[config.mk]
export PLATFORM = sky130hd
export DESIGN_NAME = shutter_code_rx
export DESIGN_NICKNAME = d
export VERILOG_FILES = /design/src/rtl/shr_pkg.sv /design/src/rtl/shr_sync.sv /design/src/rtl/shr_serial.sv /design/src/rtl/shr_preset.sv /design/src/rtl/shutter_code_rx.sv
export SDC_FILE = /design/constraint.sdc
export NUM_CORES = 1
export LEC_CHECK = 0
export BUFFER_PORTS_ARGS = -buffer_cell sky130_fd_sc_hd__buf_4
export CAP_MARGIN = 5
export CORE_AREA = 2 2 83 45
export DETAILED_ROUTE_END_ITERATION = 8
export DIE_AREA = 0 0 85 47
export PLACE_DENSITY_LB_ADDON = 0.15
export SYNTH_ARGS = -nofsm -noshare
export SYNTH_HDL_FRONTEND = slang
export SYNTH_SLANG_ARGS = --single-unit
[constraint.sdc]
create_clock -name clk -period 5.85 [get_ports clk]
set_clock_uncertainty 0.15 [all_clocks]
set_input_delay 1.17 -clock clk [delete_from_list [all_inputs] [get_ports clk]]
set_output_delay 1.17 -clock clk [all_outputs]
set_load 0.02 [all_outputs]
[src/rtl/shr_pkg.sv]
package shr_pkg;
   typedef enum logic [1:0] {
      MODE_IRIS   = 2'd0,
      MODE_SERIAL = 2'd1,
      MODE_PRESET = 2'd2
   } rx_mode_e;

   function automatic rx_mode_e decode_mode(input logic iris, input logic par);
      if (iris)     return MODE_IRIS;
      else if (par) return MODE_PRESET;
      else          return MODE_SERIAL;
   endfunction
endpackage

[src/rtl/shr_sync.sv]
module shr_sync #(
   parameter int W      = 3,
   parameter int STAGES = 2
) (
   input  logic         clk,
   input  logic         rst_n,
   input  logic [W-1:0] d,
   output logic [W-1:0] q
);
   generate
      if (STAGES < 2) begin : g_bad
         $error("shr_sync: STAGES must be at least 2");
      end
   endgenerate

   logic [W-1:0] st [STAGES];

   always_ff @(posedge clk or negedge rst_n) begin
      if (!rst_n) st[0] <= '0;
      else        st[0] <= d;
   end

   generate
      for (genvar i = 1; i < STAGES; i++) begin : g_stage
         always_ff @(posedge clk or negedge rst_n) begin
            if (!rst_n) st[i] <= '0;
            else        st[i] <= st[i-1];
         end
      end
   endgenerate

   assign q = st[STAGES-1];
endmodule

[src/rtl/shr_serial.sv]
module shr_serial #(
   parameter int  CODE_W    = 8,
   parameter bit  MSB_FIRST = 1'b1
) (
   input  logic              clk,
   input  logic              rst_n,
   input  logic              shift_en,
   input  logic              dat_lvl,
   input  logic              sclk_lvl,
   input  logic              strb_lvl,
   output logic              strb_rise,
   output logic [CODE_W-1:0] shift_q
);
   logic sclk_prev, strb_prev, sclk_rise;
   logic [CODE_W-1:0] shift_nx;

   always_ff @(posedge clk or negedge rst_n) begin
      if (!rst_n) begin
         sclk_prev <= 1'b0;
         strb_prev <= 1'b0;
      end else begin
         sclk_prev <= sclk_lvl;
         strb_prev <= strb_lvl;
      end
   end

   assign sclk_rise = sclk_lvl & ~sclk_prev;
   assign strb_rise = strb_lvl & ~strb_prev;

   generate
      if (MSB_FIRST) begin : g_msb
         assign shift_nx = {shift_q[CODE_W-2:0], dat_lvl};
      end else begin : g_lsb
         assign shift_nx = {dat_lvl, shift_q[CODE_W-1:1]};
      end
   endgenerate

   always_ff @(posedge clk or negedge rst_n) begin
      if (!rst_n)                     shift_q <= '0;
      else if (shift_en && sclk_rise) shift_q <= shift_nx;
   end
endmodule

[src/rtl/shr_preset.sv]
module shr_preset #(
   parameter int                  CODE_W   = 8,
   parameter logic [8*CODE_W-1:0] TBL_NTSC = '0,
   parameter logic [8*CODE_W-1:0] TBL_PAL  = '0
) (
   input  logic [2:0]        sel,
   input  logic              pal,
   output logic [CODE_W-1:0] code
);
   localparam int N_PRESET = 8;
   logic [CODE_W-1:0] ent_ntsc [N_PRESET];
   logic [CODE_W-1:0] ent_pal  [N_PRESET];

   generate
      for (genvar i = 0; i < N_PRESET; i++) begin : g_ent
         assign ent_ntsc[i] = TBL_NTSC[i*CODE_W +: CODE_W];
         assign ent_pal[i]  = TBL_PAL[i*CODE_W +: CODE_W];
      end
   endgenerate

   assign code = pal ? ent_pal[sel] : ent_ntsc[sel];
endmodule

[src/rtl/shutter_code_rx.sv]
module shutter_code_rx #(
   parameter int                  CODE_W      = 8,
   parameter int                  SYNC_STAGES = 2,
   parameter bit                  MSB_FIRST   = 1'b1,
   parameter logic [CODE_W-1:0]   RESET_CODE  = '0,
   parameter logic [8*CODE_W-1:0] TBL_NTSC    = {8'h05, 8'h32, 8'h50, 8'h6E, 8'h8C, 8'hAA, 8'hC8, 8'hE6},
   parameter logic [8*CODE_W-1:0] TBL_PAL     = {8'h0A, 8'h32, 8'h50, 8'h6E, 8'h8C, 8'hAA, 8'hC8, 8'hDC}
) (
   input  logic              clk,
   input  logic              rst_n,
   input  logic              pin_data,
   input  logic              pin_sclk,
   input  logic              pin_strobe,
   input  logic              iris_mode,
   input  logic              par_sel,
   input  logic              std_pal,
   output logic [CODE_W-1:0] code_out,
   output logic              code_valid
);
   import shr_pkg::*;

   generate
      if (CODE_W < 2) begin : g_bad_w
         $error("shutter_code_rx: CODE_W must be at least 2");
      end
   endgenerate

   logic [2:0]        pins_s;
   logic              strb_rise;
   logic [CODE_W-1:0] shift_q, preset_code, code_nx, code_q;
   logic              valid_q;
   rx_mode_e          mode;

   assign mode = decode_mode(iris_mode, par_sel);

   shr_sync #(.W(3), .STAGES(SYNC_STAGES)) i_sync (
      .clk(clk), .rst_n(rst_n),
      .d({pin_data, pin_sclk, pin_strobe}),
      .q(pins_s)
   );

   shr_serial #(.CODE_W(CODE_W), .MSB_FIRST(MSB_FIRST)) i_serial (
      .clk(clk), .rst_n(rst_n),
      .shift_en(mode == MODE_SERIAL),
      .dat_lvl(pins_s[2]), .sclk_lvl(pins_s[1]), .strb_lvl(pins_s[0]),
      .strb_rise(strb_rise),
      .shift_q(shift_q)
   );

   shr_preset #(.CODE_W(CODE_W), .TBL_NTSC(TBL_NTSC), .TBL_PAL(TBL_PAL)) i_preset (
      .sel(~pins_s), .pal(std_pal), .code(preset_code)
   );

   always_comb begin
      code_nx = code_q;
      unique case (mode)
         MODE_PRESET: code_nx = preset_code;
         MODE_SERIAL: if (strb_rise) code_nx = shift_q;
         default:     code_nx = code_q;
      endcase
   end

   always_ff @(posedge clk or negedge rst_n) begin
      if (!rst_n) begin
         code_q  <= RESET_CODE;
         valid_q <= 1'b0;
      end else begin
         code_q  <= code_nx;
         valid_q <= (code_nx != code_q);
      end
   end

   assign code_out   = code_q;
   assign code_valid = valid_q;
endmodule

* Word-level counts from Yosys, hierarchy flattened
Memories as Yosys holds them, arrays and structs flattened.
Index checks and enable logic that the tools add are counted.
** Storage, ports and cells
- Register bits :: 25
- Bits in read-only memories :: 128
- Input port bits :: 8
- Word-level logic and storage cells :: 29
- Memories kept :: 2
** Memories
- (no name shown) :: depth 8, bits a word 8, rd ports 1, clocked after Yosys merged registers in 0, wr ports 0, line shr_preset.sv:21 : assign code = pal ? ent_pal[sel] : ent_ntsc[sel];
- (no name shown) :: depth 8, bits a word 8, rd ports 1, clocked after Yosys merged registers in 0, wr ports 0, line shr_preset.sv:21
** Cells by class
- Magnitude comparators :: 1
- Equal/unequal tests :: 3
- Muxes and demuxes :: 9
- Bitwise operators :: 6
- Reduce and logical (&&, ||, !) cells :: 1
** Operator list (number)
- two-way mux 8 bit :: 6
- case mux 8 bit (2 select lines) :: 1
- != test 8 bit :: 1
- greater-or-equal comparator 4 bit (second input constant) :: 1
- two-way mux 2 bit :: 2
- NOT 3 -> 4 bit :: 1
- NOT 3 bit :: 1
- AND 1 bit :: 2
- == test 2 x 1 -> 1 bit (second input constant) :: 1
- == test 2 bit (second input constant) :: 1
- NOT 1 bit :: 2
- logical AND 1 bit :: 1

* Longest topological paths before layout
- Depth in word-level cells :: 8
- Gate-level depth with buffers :: 7

* Cells and area by module
A second synthesis with hierarchy kept.
** Unflattened totals
- Cell total of the unflattened synthesis :: 124
- Area, all modules :: 1333.8 um^2
** Modules (own cells, without submodules)
- shutter_code_rx :: instances 1, cells each 70, area each 610.6 um^2, seq. area each 225.2 um^2
- shr_serial :: instances 1, cells each 20, area each 366.6 um^2, seq. area each 250.2 um^2
- shr_preset :: instances 1, cells each 25, area each 183.9 um^2, seq. area each 0.0 um^2
- shr_sync :: instances 1, cells each 9, area each 172.7 um^2, seq. area each 150.1 um^2

* Worst setup path before layout
No wires, ideal clock.
- Path kind :: input to register
- From :: in par_sel
- To :: reg i_serial.shift_q[0]
- Setup time :: 0.125 ns
- Arrival time :: 2.281 ns
- Data required time :: 5.575 ns
- Slack :: 3.294 ns
- Stages :: 3
- Cells stage by stage :: buf_4 -> nor4_4 -> mux2_4
** Between the ends
- Word-level cells in the longest chain between the ends :: 4
** RTL lines
- start, declared :: line shutter_code_rx.sv:15 : input logic par_sel,
- two-way mux 2 bit :: line shr_pkg.sv:10 : else if (par) return MODE_PRESET;
- two-way mux 2 bit :: line shr_pkg.sv:9 : if (iris) return MODE_IRIS;
- == test 2 x 1 -> 1 bit :: line shutter_code_rx.sv:44 : .shift_en(mode == MODE_SERIAL),
- logical AND 1 bit :: line shr_serial.sv:40 : else if (shift_en && sclk_rise) shift_q <= shift_nx;
- end signal, assigned :: line shr_serial.sv:40
- end, declared :: line shr_serial.sv:12 : output logic [CODE_W-1:0] shift_q
No other way between the ends.
A chain may end at the register's enable or synchronous reset.

* Worst setup path after layout
- From :: in par_sel
- To :: reg valid_q, in the netlist code_valid
** Between the ends
- Word-level cells in the longest chain between the ends :: 5
- Elaborated cells on any way between the ends :: 6
- Classes of those cells :: eq/ne: 3; mux: 3
** RTL lines
- two-way mux 2 bit * :: line shr_pkg.sv:10
- two-way mux 2 bit * :: line shr_pkg.sv:9
- == test 2 x 1 -> 1 bit / == test 2 bit (equally long branches) :: line shutter_code_rx.sv:56 : unique case (mode)
- case mux 8 bit (2 select lines) * :: line shutter_code_rx.sv:56
- != test 8 bit * :: line shutter_code_rx.sv:69 : valid_q <= (code_nx != code_q);
- end signal, assigned :: line shutter_code_rx.sv:69
- end, declared :: line shutter_code_rx.sv:31 : logic valid_q;
Mark *: on every way between the ends. The rest lies on a longest branch, timed or not.

==> reports/qor.txt <==
Status -> finished, final reports clean
Chip height -> 47 um
Setup TNS after final layout -> 0 ns
Yosys warnings -> 0
Root Buffer -> clkbuf_8
Post-Syn Area per Cell -> 11.4 um^2
Clock power frac -> 0.228
Sequential fraction of the synthesis area -> 0.399
Met1 WL -> 1780 um
CP cell instances -> buf_4 > inv_4 > a311o_1 > a32o_1 > nor4_1 > o211ai_1
Power Density -> 283 nW/um^2
Worst hold slack -> 0.206 ns
XOR/XNOR share of the synthesized area -> 0.0279
RSZ-0062 raised after global routing -> false
Row count -> 15
Area Overhead vs Synth -> 10.4%
Worst hold path type -> register to register
Worst Tran Pin Value -> 0.764 ns
Met3 routed wirelength -> 228 um
Seq cells post-synth -> 25
TritonCTS clock tree -> built
Post-synthesis mux area share -> 0.0894
CP peak stage delay -> 0.33 ns
Hold Violations, Final -> 0
DRC violations left -> 0
Initial antenna violation count -> 0
Worst setup path class -> input pin to register
Post-cts sizing count -> 0
Total clock sinks -> 25
Switching Share -> 0.341
Final core occ -> 0.527
Post-synthesis simple-gate area fraction -> 0.167
# H-tree levels -> 1
Input/output buffers -> 16
Antenna-violating nets left -> 0
Flop pwr share -> 0.492
Worst skew pair latency -> 0.27 ns
Crit path max-delay family -> compound AO/OA/AOI/OAI gates
Vias per cell -> 5.96
Synth Area in Compound Gates -> 0.223
Worst vdd ir -> 0.178 mV
Fmax -> 394 MHz
Combinational cell fraction of total power -> 0.280
Post-synth top area share -> 0.399
Syn nets -> 151
Slew margin rel. -> 0.487
Total wire length -> 3380 um
Max Buffers Root-to-Sink -> 2
Antenna cells -> 0
GR Overflow Total -> 0
Metal2 WL -> 1340 um
Largest net degree at the start of global routing -> 26
Via count -> 1151
Switch Pwr -> 167 uW
Synth cell types -> 52
Drt initial violations -> 126
Area of the die -> 4000 um^2
CP max-delay cell -> a311o_1
Largest fanout on the critical path -> 20
GRT Resource Usage Total -> 0.178
WP data arrival -> 2.53 ns
Hold-fix buffers, CTS -> 0
Core area -> 3280 um^2
WP buf/inv -> 2
CTS clk-pin slew, worst paths -> 0.10 ns
Largest family of logic cells by synthesized area -> compound AO/OA/AOI/OAI gates
Cell area after synthesis -> 1570 um^2
Largest area contributor in the netlist -> dfrtp_1
Lkg Pwr -> 0.747 nW
Cell-internal power -> 322 uW
Synth top area cells -> dfrtp_1 40%, mux2_4 7.7%, ha_1 4.0%
WL/cell -> 17.5 um
Global-route wire length before repair -> 5300 um
First-pass DRT Iterations -> 4
Max cap viols -> 0
Synth Area in Adders -> 0.0399
Gp weighted congestion -> 0.883
# setup viols final -> 0
Startpoint types -> input pin
Fin nets -> 165
IO Pins -> 17
CP endpoint kind -> register
Starting Density -> 0.477
Postcts setup bufs -> 0
DP HPWL -> 2480 um
Max Used Layer -> met4
Min cycle time layout -> 2.54 ns
CP Data Required Time -> 5.85 ns
CTS buffer count -> 3
Final Max Slew Viols -> 0
Fraction of layout cells with a size suffix above 1 -> 0.311
Cell count after synthesis -> 138
Fin crit share -> 0.433
Die outline width -> 85 um
Vias in the first global route -> 1036
## worst register-to-register path, stage by stage (launching register included)
cell,delay (ns)
dfrtp_1,0.56
inv_1,0.13
ha_1,0.39
nor2b_4,0.06
o31ai_4,0.27
xnor2_1,0.12
a2111oi_2,0.38
o211ai_1,0.12
## cell usage in the layout, fill, tap and decap left out, drive strengths merged, types with 2 or more instances in the layout
cell    instances
o221ai          2
mux2            8
dfrtp          25
nor2b           7
a211o           2
clkbuf          3
o22ai           2
xnor2           4
a22oi           7
inv             7
mux2i           2
a21oi           8
a31oi           2
nand2b          6
a32o            2
nor4            3
o211ai          2
or2b            2
ha              5
nand2           2
nor2            5
buf            16
o21ai           6
a21o            3
or3b            3
nand3           2
## metal layers
| layer | GRT usage | up-vias |
|---|---|---|
| met2 | 0.252 | 36 |
| li1 | - | 542 |
| met4 | 0.0476 | 0 |
| met5 | 0 | - |
| met1 | 0.270 | 571 |
| met3 | 0.0457 | 2 |
## metrics by stage
stage / cells / total power, mW / setup slack (ns) / cell area (um^2)
after floorplan: 138 / 0.330 / 3.29 / 1570
after CTS: 193 / 0.492 / 3.37 / 1730
final: 193 / 0.489 / 3.31 / 1730
after global placement: 189 / 0.377 / 3.04 / 1680
after global routing: 193 / 0.514 / 3.27 / 1730
after detailed placement: 189 / 0.379 / 3.07 / 1680
## final timing paths
kind                                        start                endpoint  slack (ns)  cells after the start
setup / recovery                          par_sel    code_valid$_DFF_PN0_        3.31                      6
hold / removal             i_sync.st[5]$_DFF_PN0_   i_sync.q[2]$_DFF_PN0_        0.21                      0
setup reg to reg            i_sync.q[0]$_DFF_PN0_    code_valid$_DFF_PN0_        3.55                      7
hold reg to reg            i_sync.st[5]$_DFF_PN0_   i_sync.q[2]$_DFF_PN0_        0.21                      0
max in group asynchronous                   rst_n   code_out[0]$_DFF_PN0_        4.68                      1
min in group asynchronous                   rst_n  i_sync.st[4]$_DFF_PN0_        0.63                      1
## cells in the mapped netlist (all sizes together)
cell	number
o22ai	2
buf	4
and2b	1
o21ai	6
ha	5
or3	1
nor2b	7
mux2	8
nand3b	1
or3b	3
and3	1
a22oi	7
nand2	2
or2b	2
a2111o	1
nand2b	6
nand3	2
o221ai	2
xor2	1
a21oi	8
nor4	3
mux2i	2
a31oi	2
a2111oi	1
nor2	5
a21boi	1
inv	6
xnor2	4
a21o	3
o211ai	2
o31ai	1
a211o	2
o21a	1
a211oi	1
clkbuf	3
nor3b	1
a22o	1
a311o	1
a32o	2
dfrtp	25
nor4b	1
## sequential cells by signal, summed over array words and instances, names as in the netlist
| signal | flops |
|---|---|
| i_sync.st | 3 |
| code_valid | 1 |
| i_serial.strb_prev | 1 |
| code_out | 8 |
| i_serial.sclk_prev | 1 |
| i_serial.shift_q | 8 |
| i_sync.q | 3 |
## power by group through the flow
stage	clock network, mW	logic, mW	registers, mW
finish	0.111	0.137	0.241
global route	0.123	0.148	0.244
CTS	0.116	0.137	0.239
floorplan	0	0.0896	0.241
global placement	0	0.136	0.241
detailed placement	0	0.137	0.242
## area by class of cell
class	instances	area [um^2]
repair buffers	16	120
well taps	42	52.6
clock buffers	3	41.3
fillers	299	1550
multi-input cells	100	857
clock inverters	1	8.76
inverters	6	25.0
flip-flops and latches	25	626
## cell families (layout without fill, tap and decap cells)
logic type	count (synthesis)	after routing
multiplexers	10	10
adder cells (fa/ha/maj)	5	5
XOR/XNOR	5	5
buffers and inverters	13	26
AO/OA/AOI/OAI	44	44
AND/OR/NAND/NOR	36	36
flip-flops	25	25
(Power assumes the default switching activity.)
